--- src/rtl/aesb_pkg.sv ---
package aesb_pkg;
  localparam int BYTE_W       = 8;
  localparam int BLK_BYTES    = 16;
  localparam int COL_BYTES    = 4;
  localparam int NUM_ROUNDS   = 10;
  localparam int KEY_SBOX_CYC = COL_BYTES;
  localparam int SUB_CYC      = BLK_BYTES + KEY_SBOX_CYC;
  localparam int MIX_CYC      = 2 * BLK_BYTES;
  localparam int CNT_W        = $clog2(MIX_CYC);
  localparam int RND_W        = $clog2(NUM_ROUNDS + 1);

  typedef logic [BYTE_W-1:0] byte_t;

  typedef enum logic [2:0] {
    PH_IDLE, PH_LDKEY, PH_LDTXT, PH_SUBKEY, PH_SHROW, PH_MIX, PH_ARK, PH_OUT
  } phase_e;

  function automatic byte_t gf_x2(input byte_t a);
    return {a[6:0], 1'b0} ^ (a[7] ? 8'h1b : 8'h00);
  endfunction

  function automatic byte_t gf_mul(input byte_t a, input byte_t b);
    byte_t r = '0;
    byte_t t = a;
    for (int i = 0; i < BYTE_W; i++) begin
      if (b[i]) r = r ^ t;
      t = gf_x2(t);
    end
    return r;
  endfunction

  function automatic byte_t rotl(input byte_t x, input int n);
    return byte_t'((x << n) | (x >> (BYTE_W - n)));
  endfunction
endpackage

--- src/rtl/aesb_sbox.sv ---
module aesb_sbox
  import aesb_pkg::*;
(
  input  byte_t sb_in,
  output byte_t sb_out
);
  byte_t inv, pw;

  // multiplicative inverse as x^254 = product of x^(2^k), k = 1..7
  always_comb begin
    inv = 8'h01;
    pw  = sb_in;
    for (int k = 1; k < BYTE_W; k++) begin
      pw  = gf_mul(pw, pw);
      inv = gf_mul(inv, pw);
    end
  end

  assign sb_out = inv ^ rotl(inv, 1) ^ rotl(inv, 2) ^ rotl(inv, 3) ^
                  rotl(inv, 4) ^ 8'h63;
endmodule

--- src/rtl/aesb_mixcol.sv ---
module aesb_mixcol
  import aesb_pkg::*;
(
  input  logic  clk,
  input  logic  rst_n,
  input  logic  load,
  input  logic  emit,
  input  byte_t din,
  output byte_t dout
);
  byte_t m_q [COL_BYTES];

  // row i output = 2*a_i ^ 3*a_(i+1) ^ a_(i+2) ^ a_(i+3); rotation steps i
  assign dout = gf_x2(m_q[0]) ^ gf_x2(m_q[1]) ^ m_q[1] ^ m_q[2] ^ m_q[3];

  always_ff @(posedge clk or negedge rst_n) begin
    if (!rst_n) begin
      for (int i = 0; i < COL_BYTES; i++) m_q[i] <= '0;
    end else if (load || emit) begin
      for (int i = 0; i < COL_BYTES - 1; i++) m_q[i] <= m_q[i+1];
      m_q[COL_BYTES-1] <= load ? din : m_q[0];
    end
  end
endmodule

--- src/rtl/aesb_ctrl.sv ---
module aesb_ctrl
  import aesb_pkg::*;
(
  input  logic             clk,
  input  logic             rst_n,
  input  logic             start,
  input  logic             in_valid,
  input  logic             out_ready,
  output phase_e           phase,
  output logic [CNT_W-1:0] cnt,
  output logic             last_round,
  output byte_t            rcon,
  output logic             in_ready,
  output logic             out_valid,
  output logic             busy,
  output logic             in_beat,
  output logic             out_beat
);
  localparam logic [CNT_W-1:0] BLK_LAST = CNT_W'(BLK_BYTES - 1);
  localparam logic [CNT_W-1:0] SUB_LAST = CNT_W'(SUB_CYC - 1);
  localparam logic [CNT_W-1:0] MIX_LAST = CNT_W'(MIX_CYC - 1);

  logic [RND_W-1:0] rnd;

  assign busy       = (phase != PH_IDLE);
  assign in_ready   = (phase == PH_LDKEY) || (phase == PH_LDTXT);
  assign out_valid  = (phase == PH_OUT);
  assign in_beat    = in_valid && in_ready;
  assign out_beat   = out_valid && out_ready;
  assign last_round = (rnd == RND_W'(NUM_ROUNDS));

  always_ff @(posedge clk or negedge rst_n) begin
    if (!rst_n) begin
      phase <= PH_IDLE;
      cnt   <= '0;
      rnd   <= '0;
      rcon  <= 8'h01;
    end else begin
      unique case (phase)
        PH_IDLE: if (start) begin
          phase <= PH_LDKEY;
          cnt   <= '0;
          rnd   <= RND_W'(1);
          rcon  <= 8'h01;
        end
        PH_LDKEY, PH_LDTXT: if (in_beat) begin
          if (cnt == BLK_LAST) begin
            phase <= (phase == PH_LDKEY) ? PH_LDTXT : PH_SUBKEY;
            cnt   <= '0;
          end else cnt <= cnt + 1'b1;
        end
        PH_SUBKEY: if (cnt == SUB_LAST) begin
          phase <= PH_SHROW;
          cnt   <= '0;
          rcon  <= gf_x2(rcon);
        end else cnt <= cnt + 1'b1;
        PH_SHROW: begin
          phase <= last_round ? PH_ARK : PH_MIX;
          cnt   <= '0;
        end
        PH_MIX: if (cnt == MIX_LAST) begin
          phase <= PH_ARK;
          cnt   <= '0;
        end else cnt <= cnt + 1'b1;
        PH_ARK: if (cnt == BLK_LAST) begin
          cnt <= '0;
          if (last_round) phase <= PH_OUT;
          else begin
            phase <= PH_SUBKEY;
            rnd   <= rnd + 1'b1;
          end
        end else cnt <= cnt + 1'b1;
        PH_OUT: if (out_beat) begin
          if (cnt == BLK_LAST) begin
            phase <= PH_IDLE;
            cnt   <= '0;
          end else cnt <= cnt + 1'b1;
        end
        default: phase <= PH_IDLE;
      endcase
    end
  end

  AST_START_ARMS: assert property (@(posedge clk) disable iff (!rst_n)
    (phase == PH_IDLE && start) |=> (busy && in_ready));
  AST_NO_RESTART: assert property (@(posedge clk) disable iff (!rst_n)
    (phase != PH_IDLE && phase != PH_LDKEY) |=> (phase != PH_LDKEY));
  AST_OUT_KEEP: assert property (@(posedge clk) disable iff (!rst_n)
    (out_valid && !out_ready) |=> out_valid);
  AST_DONE_IDLE: assert property (@(posedge clk) disable iff (!rst_n)
    (out_beat && cnt == BLK_LAST) |=> !busy);
endmodule

--- src/rtl/aesb_enc.sv ---
module aesb_enc
  import aesb_pkg::*;
(
  input  logic       clk,
  input  logic       rst_n,
  input  logic       start,
  output logic       busy,
  input  logic       in_valid,
  output logic       in_ready,
  input  logic [7:0] in_data,
  output logic       out_valid,
  input  logic       out_ready,
  output logic [7:0] out_data
);
  localparam logic [CNT_W-1:0] KS_LAST = CNT_W'(KEY_SBOX_CYC - 1);
  localparam int               TOP_COL = BLK_BYTES - COL_BYTES;

  phase_e           phase;
  logic [CNT_W-1:0] cnt;
  logic             last_round, in_beat, out_beat;
  byte_t            rcon;

  byte_t st_q [BLK_BYTES];
  byte_t st_d [BLK_BYTES];
  byte_t key_q[BLK_BYTES];
  byte_t key_d[BLK_BYTES];
  logic  st_en, key_en;

  byte_t sb_in, sb_out, mix_out, key_feed;
  logic  key_owns_sbox, mix_load, mix_emit;

  aesb_ctrl u_ctrl (
    .clk, .rst_n, .start, .in_valid, .out_ready,
    .phase, .cnt, .last_round, .rcon,
    .in_ready, .out_valid, .busy, .in_beat, .out_beat
  );

  // shared S-box: key schedule first during the first column's worth of cycles
  assign key_owns_sbox = (phase == PH_SUBKEY) && (cnt <= KS_LAST);
  assign sb_in = key_owns_sbox ? ((cnt == KS_LAST) ? key_q[9] : key_q[13])
                               : st_q[0];

  aesb_sbox u_sbox (.sb_in(sb_in), .sb_out(sb_out));

  assign mix_load = (phase == PH_MIX) && !cnt[2];
  assign mix_emit = (phase == PH_MIX) &&  cnt[2];

  aesb_mixcol u_mix (
    .clk, .rst_n, .load(mix_load), .emit(mix_emit), .din(st_q[0]), .dout(mix_out)
  );

  assign key_feed = key_owns_sbox
                  ? (sb_out ^ ((cnt == '0) ? rcon : 8'h00))
                  : key_q[12];

  // state register next value and enable
  always_comb begin
    st_en = 1'b0;
    for (int i = 0; i < BLK_BYTES; i++) st_d[i] = st_q[i];
    unique case (phase)
      PH_LDTXT: if (in_beat) begin
        st_en = 1'b1;
        for (int i = 0; i < BLK_BYTES - 1; i++) st_d[i] = st_q[i+1];
        st_d[BLK_BYTES-1] = in_data ^ key_q[0];
      end
      PH_SUBKEY: if (!key_owns_sbox) begin
        st_en = 1'b1;
        for (int i = 0; i < BLK_BYTES - 1; i++) st_d[i] = st_q[i+1];
        st_d[BLK_BYTES-1] = sb_out;
      end
      PH_SHROW: begin
        st_en = 1'b1;
        for (int r = 0; r < COL_BYTES; r++)
          for (int c = 0; c < COL_BYTES; c++)
            st_d[r + COL_BYTES*c] = st_q[r + COL_BYTES*((c + r) % COL_BYTES)];
      end
      PH_MIX: begin
        st_en = 1'b1;
        if (mix_load) begin
          for (int i = 0; i < BLK_BYTES - 1; i++) st_d[i] = st_q[i+1];
          st_d[BLK_BYTES-1] = st_q[0];
        end else begin
          st_d[TOP_COL + int'(cnt[1:0])] = mix_out;
        end
      end
      PH_ARK: begin
        st_en = 1'b1;
        for (int i = 0; i < BLK_BYTES - 1; i++) st_d[i] = st_q[i+1];
        st_d[BLK_BYTES-1] = st_q[0] ^ key_q[0];
      end
      PH_OUT: if (out_beat) begin
        st_en = 1'b1;
        for (int i = 0; i < BLK_BYTES - 1; i++) st_d[i] = st_q[i+1];
        st_d[BLK_BYTES-1] = st_q[0];
      end
      default: st_en = 1'b0;
    endcase
  end

  // key register next value and enable
  always_comb begin
    key_en = 1'b0;
    for (int i = 0; i < BLK_BYTES; i++) key_d[i] = key_q[i];
    unique case (phase)
      PH_LDKEY, PH_LDTXT: if (in_beat) begin
        key_en = 1'b1;
        for (int i = 0; i < BLK_BYTES - 1; i++) key_d[i] = key_q[i+1];
        key_d[BLK_BYTES-1] = (phase == PH_LDKEY) ? in_data : key_q[0];
      end
      PH_SUBKEY: if (cnt < CNT_W'(BLK_BYTES)) begin
        key_en = 1'b1;
        for (int i = 0; i < BLK_BYTES - 1; i++) key_d[i] = key_q[i+1];
        key_d[BLK_BYTES-1] = key_q[0] ^ key_feed;
      end
      PH_ARK: begin
        key_en = 1'b1;
        for (int i = 0; i < BLK_BYTES - 1; i++) key_d[i] = key_q[i+1];
        key_d[BLK_BYTES-1] = key_q[0];
      end
      default: key_en = 1'b0;
    endcase
  end

  always_ff @(posedge clk or negedge rst_n) begin
    if (!rst_n) begin
      for (int i = 0; i < BLK_BYTES; i++) st_q[i] <= '0;
    end else if (st_en) begin
      for (int i = 0; i < BLK_BYTES; i++) st_q[i] <= st_d[i];
    end
  end

  always_ff @(posedge clk or negedge rst_n) begin
    if (!rst_n) begin
      for (int i = 0; i < BLK_BYTES; i++) key_q[i] <= '0;
    end else if (key_en) begin
      for (int i = 0; i < BLK_BYTES; i++) key_q[i] <= key_d[i];
    end
  end

  assign out_data = st_q[0];

  AST_SBOX_KEY_FIRST: assert property (@(posedge clk) disable iff (!rst_n)
    key_owns_sbox |=> ($stable(st_q[0]) && $stable(st_q[BLK_BYTES-1])));
  AST_KEY_HELD_MIX: assert property (@(posedge clk) disable iff (!rst_n)
    (phase == PH_MIX) |=> ($stable(key_q[0]) && $stable(key_q[12])));
  AST_OUT_STABLE: assert property (@(posedge clk) disable iff (!rst_n)
    (out_valid && !out_ready) |=> $stable(out_data));
  AST_IDLE_NO_READY: assert property (@(posedge clk) disable iff (!rst_n)
    !busy |-> !in_ready);
endmodule

--- config.mk ---
export PLATFORM = sky130hd
export DESIGN_NAME = aesb_enc
export DESIGN_NICKNAME = d
export VERILOG_FILES = /design/src/rtl/aesb_pkg.sv /design/src/rtl/aesb_sbox.sv /design/src/rtl/aesb_mixcol.sv /design/src/rtl/aesb_ctrl.sv /design/src/rtl/aesb_enc.sv
export SDC_FILE = /design/constraint.sdc
export NUM_CORES = 1
export LEC_CHECK = 0
export BUFFER_PORTS_ARGS = -buffer_cell sky130_fd_sc_hd__buf_2
export CELL_PAD_IN_SITES_DETAIL_PLACEMENT = 1
export CELL_PAD_IN_SITES_GLOBAL_PLACEMENT = 2
export CORE_ASPECT_RATIO = 1.5
export CORE_MARGIN = 2
export CORE_UTILIZATION = 43
export DETAILED_ROUTE_END_ITERATION = 10
export PLACE_DENSITY = 0.93
export SYNTH_ARGS = -nofsm -noshare
export SYNTH_HDL_FRONTEND = slang
export SYNTH_SLANG_ARGS = --single-unit
export TNS_END_PERCENT = 1
--- constraint.sdc ---
create_clock -name clk -period 50.8 [get_ports clk]
set_input_delay 2.54 -clock clk [delete_from_list [all_inputs] [get_ports clk]]
set_output_delay 2.54 -clock clk [all_outputs]
set_load 0.01 [all_outputs]
# == Word level (Yosys, flattened, before mapping) ==
# Index checks and enable logic that the tools add are counted.
# word_totals
output_inout_bits,11
word_cells,563
register_bits,308
# classes
n_addsub,3
bitwise_logic,211
n_mux,255
n_lt_le_gt_ge,4
reduce_logical,26
n_eq_ne,24
# ops
op,n
8-bit XOR,197
8-bit 2-to-1 mux,114
128-bit 2-to-1 mux,6
128-bit case mux with 6 select lines,1
5-bit 2-to-1 mux,101
128-bit case mux with 3 select lines,1
128-bit bitwise mux,1
5-bit case mux with 7 select lines,1
8-bit demux with 4-bit select,1
32-bit by 5-bit greater-or-equal comparator with 1-bit output (second input constant),1
32-bit by 1-bit < comparator with 1-bit output (second input constant),1
5-bit NOT with 32-bit output,1
3-bit 2-to-1 mux,10
3-bit case mux with 7 select lines,1
4-bit 2-to-1 mux,4
8-bit case mux with 2 select lines,1
2-bit inequality test (second input constant),7
3-bit == test (second input constant),4
5-bit == test (second input constant),2
2-bit by 1-bit inequality test with 1-bit output (second input constant),5
8-bit by 1-bit bitwise OR with 8-bit output,1
8-bit by 2-bit bitwise OR with 8-bit output,1
8-bit by 3-bit bitwise OR with 8-bit output,1
8-bit by 4-bit bitwise OR with 8-bit output,1
other kinds (36),59

# == Depth between registers and ports, before layout ==
# Gate-level depths: netlist of the first run.
# depth
word_depth,141
mapped_depth,80
mapped_depth_nobuf,66

# == Modules after synthesis ==
# Synthesis of the first run repeated with hierarchy kept, for this count alone.
# hier_totals
cells_unflattened,3124
area_unflattened_um2,29901.2
# by_module_without_submodules
module,seq_area_each_um2,instances,area_each_um2,cells_per_inst
aesb_sbox,0.0,1,15220.8,1942
aesb_enc,6406.1,1,11738.8,920
aesb_mixcol,800.8,1,1592.8,111
aesb_ctrl,501.7,1,1348.8,151

# == Worst setup path after synthesis of the first run ==
# OpenSTA, ideal clock, no wires.
# synth_path
path_kind,flip-flop to flip-flop
from,register u_ctrl.cnt[0]
to,register key_q[1] in the netlist's numbering
required_time_ps,50667
setup_time_ps,133
stages_incl_launch_ff,79
setup_slack_ps,32398
arrival_time_ps,18269
cell_sequence,dfrtp_1 > ha_1 > buf_2 > nand3b_1 > nand3_1 > buf_4 > buf_2 > o21a_1 > inv_1 > ha_1 > clkbuf_1 > or3_1 > and2_1 > o211ai_1 > a311oi_1 > nor2_1 > inv_1 > clkbuf_1 > [43 not listed] > a21oi_2 > nor3_1 > clkbuf_1 > o21ai_1 > xnor2_4 > xnor2_2 > xnor3_1 > nor2_1 > xor3_1 > xnor3_2 > xnor2_2 > xnor2_2 > xnor3_1 > xnor2_1 > o21ai_1 > xor2_1 > a221oi_2 > a21oi_2
# synth_between
elab_chain_len,138
# synth_lines
item,line_no,rtl
"start, declared",aesb_ctrl.sv:10,"output logic [CNT_W-1:0] cnt,"
"start signal, assigned",aesb_ctrl.sv:50,end else cnt <= cnt + 1'b1;
"start signal, assigned",aesb_ctrl.sv:56,end else cnt <= cnt + 1'b1;
"start signal, assigned",aesb_ctrl.sv:64,end else cnt <= cnt + 1'b1;
5-bit by 2-bit less-or-equal comparator with 1-bit output / 5-bit by 2-bit == test with 1-bit output (equally long branches),"aesb_enc.sv:39, aesb_enc.sv:40",
1-bit logical AND / 8-bit 2-to-1 mux (equally long branches),"aesb_enc.sv:39, aesb_enc.sv:40",
8-bit 2-to-1 mux,aesb_enc.sv:40,assign sb_in = key_owns_sbox ? ((cnt == KS_LAST) ? key_q[9] : key_q[13])
"5-bit 2-to-1 mux, or another cell as far along",aesb_pkg.sv:19,"return {a[6:0], 1'b0} ^ (a[7] ? 8'h1b : 8'h00);"
"8-bit XOR, on equally long branches","aesb_pkg.sv:19, aesb_pkg.sv:26",
8-bit XOR / 8-bit 2-to-1 mux (equally long branches),aesb_pkg.sv:26,if (b[i]) r = r ^ t;
8-bit 2-to-1 mux / 8-bit XOR (equally long branches),aesb_pkg.sv:26,
8-bit XOR / 8-bit 2-to-1 mux (equally long branches),aesb_pkg.sv:26,
[119 not listed],-,
8-bit by 1-bit bitwise OR with 8-bit output,aesb_pkg.sv:33,return byte_t'((x << n) | (x >> (BYTE_W - n)));
8-bit XOR (4 in series),aesb_sbox.sv:19,"assign sb_out = inv ^ rotl(inv, 1) ^ rotl(inv, 2) ^ rotl(inv, 3) ^"
4-bit NOT (no line),-,
8-bit XOR,aesb_enc.sv:53,? (sb_out ^ ((cnt == '0) ? rcon : 8'h00))
8-bit 2-to-1 mux,aesb_enc.sv:53,
8-bit XOR,aesb_enc.sv:113,key_d[BLK_BYTES-1] = key_q[0] ^ key_feed;
128-bit 2-to-1 mux,aesb_enc.sv:110,PH_SUBKEY: if (cnt < CNT_W'(BLK_BYTES)) begin
128-bit case mux with 3 select lines,aesb_enc.sv:104,unique case (phase)
"end, declared",aesb_enc.sv:25,byte_t key_q[BLK_BYTES];
# Several ways; a longest one is shown, not always the timed one. The select of a mux whose other input is x is not followed.
# A chain may end at the register's enable or synchronous reset.

# == Worst setup path after layout of the first run ==
# Same ends and word-level chain as after synthesis.

==> results.json, run 1 <==
{
  "hold_depth": 2,
  "dr.pass1.iters": 5,
  "worst_setup_hold_path_clk_slew_ns": 0.08,
  "postRouteAntennaNets": 0,
  "timing.final.crit_share": 0.437,
  "grt_pass1_vias": 29961,
  "postCtsResizedCells": 0,
  "postSynthNetCount": 4030,
  "synthesis.area_um2": 31900,
  "num_io_pins": 24,
  "crit_path_frequent_cell": "xnor2_1",
  "cts_buffers": 27,
  "globalRouteOverflowTotal": 0,
  "post_synth_main_area_contributors": "dfrtp_1 24%, xnor2_1 12%, nand2_1 9.4%",
  "synth_flop_cell": "dfrtp_1",
  "crit_path_end_kind": "flop",
  "ff2ff_path_depth": 70,
  "die_area_um2": 76500,
  "largest_net_degree_at_the_start_of_global_routing": 100,
  "synth.distinct_cells": 112,
  "clock_tree.root_cell": "clkbuf_16",
  "clock.fmax_ghz": 0.0451,
  "viasPerCell": 5.94,
  "detail_route.wl_per_cell_um": 21.7,
  "path_class": "flop to flop",
  "total_number_of_yosys_warnings": 0,
  "critical_path.slowest_cell": "or4b_1",
  "worst_pin_slew_ns": 1.23,
  "ctsLongestPathBuffers": 3,
  "maxCapViolCount": 0,
  "synth_area_per_cell_um2": 7.98,
  "ys_ff_latch": 308,
  "count_of_inserted_antenna_diode_cells": 0,
  "cell_type_group_with_the_largest_total_delay_on_the_critical_path": "compound AO/OA/AOI/OAI gates",
  "wl_um": 106000,
  "arrival_worst_endpoint_ns": 22.63,
  "post_cts.repair.setup_buffers": 0,
  "synth_top_cells_by_count": "798 x nand2_1, 445 x xnor2_1, 369 x nor2_1, 307 x dfrtp_1, 225 x o21ai_0",
  "synth_edf_count": 0,
  "die-width_um": 227,
  "wire_length_of_the_first_global_routing_pass_um": 168000,
  "initialDrtViolationCount": 1771,
  "maxSlewHeadroom": 0.178,
  "crit_required_ns": 51.26,
  "route.detailed.drc": 0,
  "setup_viol": 0,
  "post-synth-top-area-cell": "dfrtp_1",
  "antenna_found_initial": 0,
  "critical_path.startpoint_type": "flop",
  "via_count": 28876,
  "asyncSetResetFlopFracSynth": 1.00,
  "globalRouteTotalUtil": 0.275,
  "netlist.area_leader.share": 0.241,
  "timing.clock.skew_ns": 0.0175,
  "place.gp.congestion": 0.890,
  "cts_max_level": 1,
  "post-dp-hpwl_um": 75900,
  "coreArea_um2": 73700,
  "drive_gt1_frac": 0.0979,
  "cts_hold_buffers": 0,
  "syn_inst": 4001,
  "timing.critical_path.fanout_max": 33,
  "final-hold-violation-count": 0,
  "fillCellCount": 8925,
  "initial_core_util": 0.433,
  "critPathMaxStageDelay_ns": 0.73,
  "cts_tree": "done",
  "final_net_count": 3878,
  "timing.hold.worst.class": "flop to flop",
  "port_buffers": 23,
  "slew_viol_final": 0,
  "run_status": "finished, final reports clean",
  "totalNegativeSetupSlack_ns": 0,
  "clock_latency_late_sink_ns": 0.59,
  "post-synth-top-count-cell": "nand2_1",
  "layout_min_cycle_time_ns": 22.18,
  "yosysSeqAreaShare": 0.241,
  "core.rowCount": 122,
  "cts.sinks": 308,
  "rsz0062_at_grt": "false",
  "timing.critical_path.depth": 70,
  "cp_num_buf_inv": 7,
  "synthToLayoutAreaGrowth_pct": 5.72,
  "die_height_um": 338
}
cell usage in the layout (no fill, tap or decap), types with 22 or more instances in the layout:
cell         n
a211oi_1    24
a21oi_1    176
a221oi_1    24
a22oi_1     92
a31oi_1     37
and2_1      22
buf_2       22
buf_4       95
clkbuf_16   27
dfrtp_1    306
inv_1       49
mux2_2      41
mux2i_1     85
nand2_1    797
nand2b_1    30
nand3_1     87
nor2_1     368
nor3_1      75
o211ai_1    26
o21a_1      22
o21ai_0    225
o21ai_1     51
o22ai_1     41
xnor2_1    429
xnor2_2     70
xnor3_1     52
xor2_1     129
cells by family after synthesis:
kind of cell | Yosys count | synth area share
xor gates and xnor gates | 745 | 0.268
AOI/OAI and AO/OA | 927 | 0.192
muxes | 128 | 0.0420
adders and majority gates | 16 | 0.00627
buffers and inverters | 355 | 0.0472
DFF | 308 | 0.241
and+or+nand+nor | 1522 | 0.203
flip-flops by register name (all words and copies together) (netlist names):
name	count
st_q	120
u_ctrl.cnt	5
u_mix.m_q	32
u_ctrl.phase	3
u_ctrl.rcon	8
out_data	8
key_q	128
u_ctrl.rnd	4
worst paths after layout:
| check | startpoint | endpoint | slack [ns] |
|---|---|---|---|
| max | u_ctrl.cnt[0]$_DFFE_PN0P_ | key_q[1]$_DFFE_PN0P_ | 28.62 |
| min | key_q[33]$_DFFE_PN0P_ | key_q[41]$_DFFE_PN0P_ | 0.47 |
| max reg2reg | u_ctrl.cnt[0]$_DFFE_PN0P_ | key_q[1]$_DFFE_PN0P_ | 28.62 |
| min reg2reg | key_q[33]$_DFFE_PN0P_ | key_q[41]$_DFFE_PN0P_ | 0.47 |
| max in group asynchronous | rst_n | key_q[73]$_DFFE_PN0P_ | 46.40 |
| min in group asynchronous | rst_n | st_q[106]$_DFFE_PN0P_ | 1.97 |
layer usage:
metal / vias to the layer above / global-route usage / wire (um)
met1: 14461 / 0.309 / 41300
met3: 312 / 0.0173 / 2680
met5: - / 0 / 0
met4: 0 / 0.148 / 6120
li1: 13468 / - / -
met2: 635 / 0.514 / 55500
stage by stage:
step / utilization / setup WS (ns) / hold WS (ns) / instances / instance area (um2)
global route: 0.458 / 26.85 / 0.483 / 4862 / 33800
finish: 0.458 / 28.62 / 0.466 / 4862 / 33800
detailed placement: 0.446 / 29.00 / 0.456 / 4812 / 32900
floorplan: - / 32.40 / 0.439 / 4001 / 31900
global placement: 0.446 / 29.61 / 0.450 / 4812 / 32900
CTS: 0.458 / 28.85 / 0.470 / 4862 / 33800
layout make-up:
type	instances	area, um2	area share
Multi-Input combinational cell	3338	22900	0.678
Sequential cell	308	7710	0.228
Tap cell	992	1240	0.0368
Timing Repair Buffer	118	838	0.0248
Clock buffer	42	802	0.0238
Inverter	56	210	0.00623
Clock inverter	8	53.8	0.00159
worst reg2reg max path: cells and delay by family (launching register included):
family	cells	cell delay [ns]
flip-flops	1	0.48
adder cells (fa/ha/maj)	4	1.50
multiplexers	5	1.31
AO/OA/AOI/OAI	23	6.69
XOR/XNOR	17	5.98
AND/OR/NAND/NOR	14	4.14
buffers and inverters	7	1.91
Power of run 1 is left out: the tool's default activity adds up to more than one toggle a clock period on the data nets, which glitch-free logic cannot reach.
==> run 2, diff against run 1 <==
--- a/config.mk
+++ b/config.mk
@@ -10,9 +10,9 @@
 export CELL_PAD_IN_SITES_GLOBAL_PLACEMENT = 2
 export CORE_ASPECT_RATIO = 1.5
 export CORE_MARGIN = 2
-export CORE_UTILIZATION = 43
+export CORE_UTILIZATION = 40
 export DETAILED_ROUTE_END_ITERATION = 10
-export PLACE_DENSITY = 0.93
+export PLACE_DENSITY = 0.88
 export SYNTH_ARGS = -nofsm -noshare
 export SYNTH_HDL_FRONTEND = slang
 export SYNTH_SLANG_ARGS = --single-unit
==> constraint.sdc (replaced) <==
create_clock -name clk -period 20.8 [get_ports clk]
set_input_delay 1.04 -clock clk [delete_from_list [all_inputs] [get_ports clk]]
set_output_delay 1.04 -clock clk [all_outputs]
set_load 0.01 [all_outputs]
==> results.json, run 2 (synthesized netlist as in run 1, its figures left out) <==
{
  "timing.hold.worst.class": "flop to flop",
  "run_status": "finished, final reports clean",
  "slew_viol_final": 0,
  "timing.final.crit_share": 0.936,
  "die-width_um": 235,
  "timing.rr.start": "u_ctrl.cnt[0]$_DFFE_PN0P_",
  "post_dp_cell_area_um2": 33100,
  "crit_path_end": "key_q[1]$_DFFE_PN0P_",
  "ctsLongestPathBuffers": 3,
  "regMostFlops": "key_q",
  "crit_path_end_kind": "flop",
  "critPathMaxStageDelay_ns": 0.74,
  "holdWs_ns": 0.469,
  "grt_pass1_vias": 30079,
  "clock_latency_late_sink_ns": 0.61,
  "drive_gt1_frac": 0.110,
  "maxCapViolCount": 0,
  "critical_path.startpoint_type": "flop",
  "crit_required_ns": 21.23,
  "postRouteAntennaNets": 0,
  "final-hold-violation-count": 0,
  "num_io_pins": 24,
  "core.rowCount": 126,
  "clock.fmax_ghz": 0.0513,
  "timing.critical_path.fanout_max": 18,
  "largest_register_ff_count": 128,
  "fillCellCount": 9603,
  "dr.pass1.iters": 6,
  "layout_min_cycle_time_ns": 19.47,
  "viasPerCell": 5.87,
  "cts.sinks": 308,
  "cts_max_level": 1,
  "initial_core_util": 0.405,
  "crit_path_frequent_cell": "xnor2_1",
  "worst-r2r-setup-slack_ns": 1.33,
  "min_from": "key_q[42]$_DFFE_PN0P_",
  "reg.largest.list": "key_q x128, st_q x120, u_mix.m_q x32",
  "initialDrtViolationCount": 1641,
  "detail_route.wl_per_cell_um": 22.0,
  "cts_buffers": 28,
  "antenna_found_initial": 0,
  "setup_viol": 0,
  "synthToLayoutAreaGrowth_pct": 7.12,
  "final_net_count": 3911,
  "rsz0062_at_grt": "false",
  "design_area_um2": 34200,
  "globalRouteTotalUtil": 0.258,
  "die_height_um": 350,
  "final_cell_mix": "797 x nand2_1, 426 x xnor2_1, 366 x nor2_1",
  "ff2ff_path_depth": 62,
  "critical_path.slowest_cell": "xor2_1",
  "post-dp-hpwl_um": 78500,
  "path_class": "flop to flop",
  "maxSlewHeadroom": 0.264,
  "arrival_worst_endpoint_ns": 19.91,
  "final_common_cell": "nand2_1",
  "timing.clock.skew_ns": 0.0465,
  "worst_setup_hold_path_clk_slew_ns": 0.07,
  "globalRouteOverflowTotal": 0,
  "dpl_worst_slack_ns": 0.288,
  "coreArea_um2": 78800,
  "largest_net_degree_at_the_start_of_global_routing": 117,
  "wire_length_of_the_first_global_routing_pass_um": 172000,
  "wl_um": 108000,
  "worst_pin_slew_ns": 1.10,
  "totalNegativeSetupSlack_ns": 0,
  "route.detailed.drc": 0,
  "port_buffers": 23,
  "die_area_um2": 82200,
  "timing.critical_path.from": "u_ctrl.cnt[0]$_DFFE_PN0P_",
  "count_of_inserted_antenna_diode_cells": 0,
  "r2r-end": "key_q[1]$_DFFE_PN0P_",
  "clock_tree.root_cell": "clkbuf_16",
  "via_count": 28920,
  "place.gp.congestion": 0.868,
  "setup_ws_post_layout_ns": 1.33,
  "cts_tree": "done"
}
==> run 2: critical path: cells and delay by family (launching register included) <==
| kind | cells | cell delay (ns) |
|---|---|---|
| compound gates | 7 | 1.41 |
| mux | 4 | 0.87 |
| xor+xnor | 35 | 12.63 |
| fa+ha+maj | 3 | 1.16 |
| simple gates | 9 | 1.91 |
| flops | 1 | 0.46 |
| buf+inv | 4 | 0.82 |
==> run 2: cell type report <==
cell class              count  area, um2  share of cell area
inverters                  56        210             0.00614
clock inverters            12        120             0.00351
well taps                1024       1280              0.0375
flip-flops and latches    308       7710               0.225
clock buffers              36        771              0.0225
multi-input cells        3339      23000               0.673
repair buffers            149       1100              0.0320
==> run 2: timing repair <==
item / 4_1_cts / 5_1_grt
hold buffers: 0 / 0
buffers inserted: 0 / 16
resized for setup: 0 / 21
endpoints found under the setup margin: 0 / 16
==> run 2: how the worst min path moves through the flow <==
stage,to,cells past startpoint
2_1_floorplan,key_q[100]$_DFFE_PN0P_,2
3_3_place_gp,key_q[103]$_DFFE_PN0P_,2
3_5_place_dp,key_q[42]$_DFFE_PN0P_,2
4_1_cts,key_q[42]$_DFFE_PN0P_,2
5_1_grt,key_q[76]$_DFFE_PN0P_,2
6_report,key_q[42]$_DFFE_PN0P_,2
==> run 2: stage by stage <==
| stage | utilization | std cells |
|---|---|---|
| after floorplan | - | 4001 |
| after global placement | 0.419 | 4859 |
| after detailed placement | 0.419 | 4859 |
| after CTS | 0.431 | 4907 |
| after global routing | 0.434 | 4924 |
| final | 0.434 | 4924 |
==> run 2: metal layers <==
layer,GRT usage,part of all wire,vias up
li1,-,-,13542
met1,0.285,0.39,14518
met2,0.496,0.53,584
met3,0.0127,0.022,276
met4,0.132,0.056,0
met5,0,0,-
Power of run 2 is left out for the same reason.
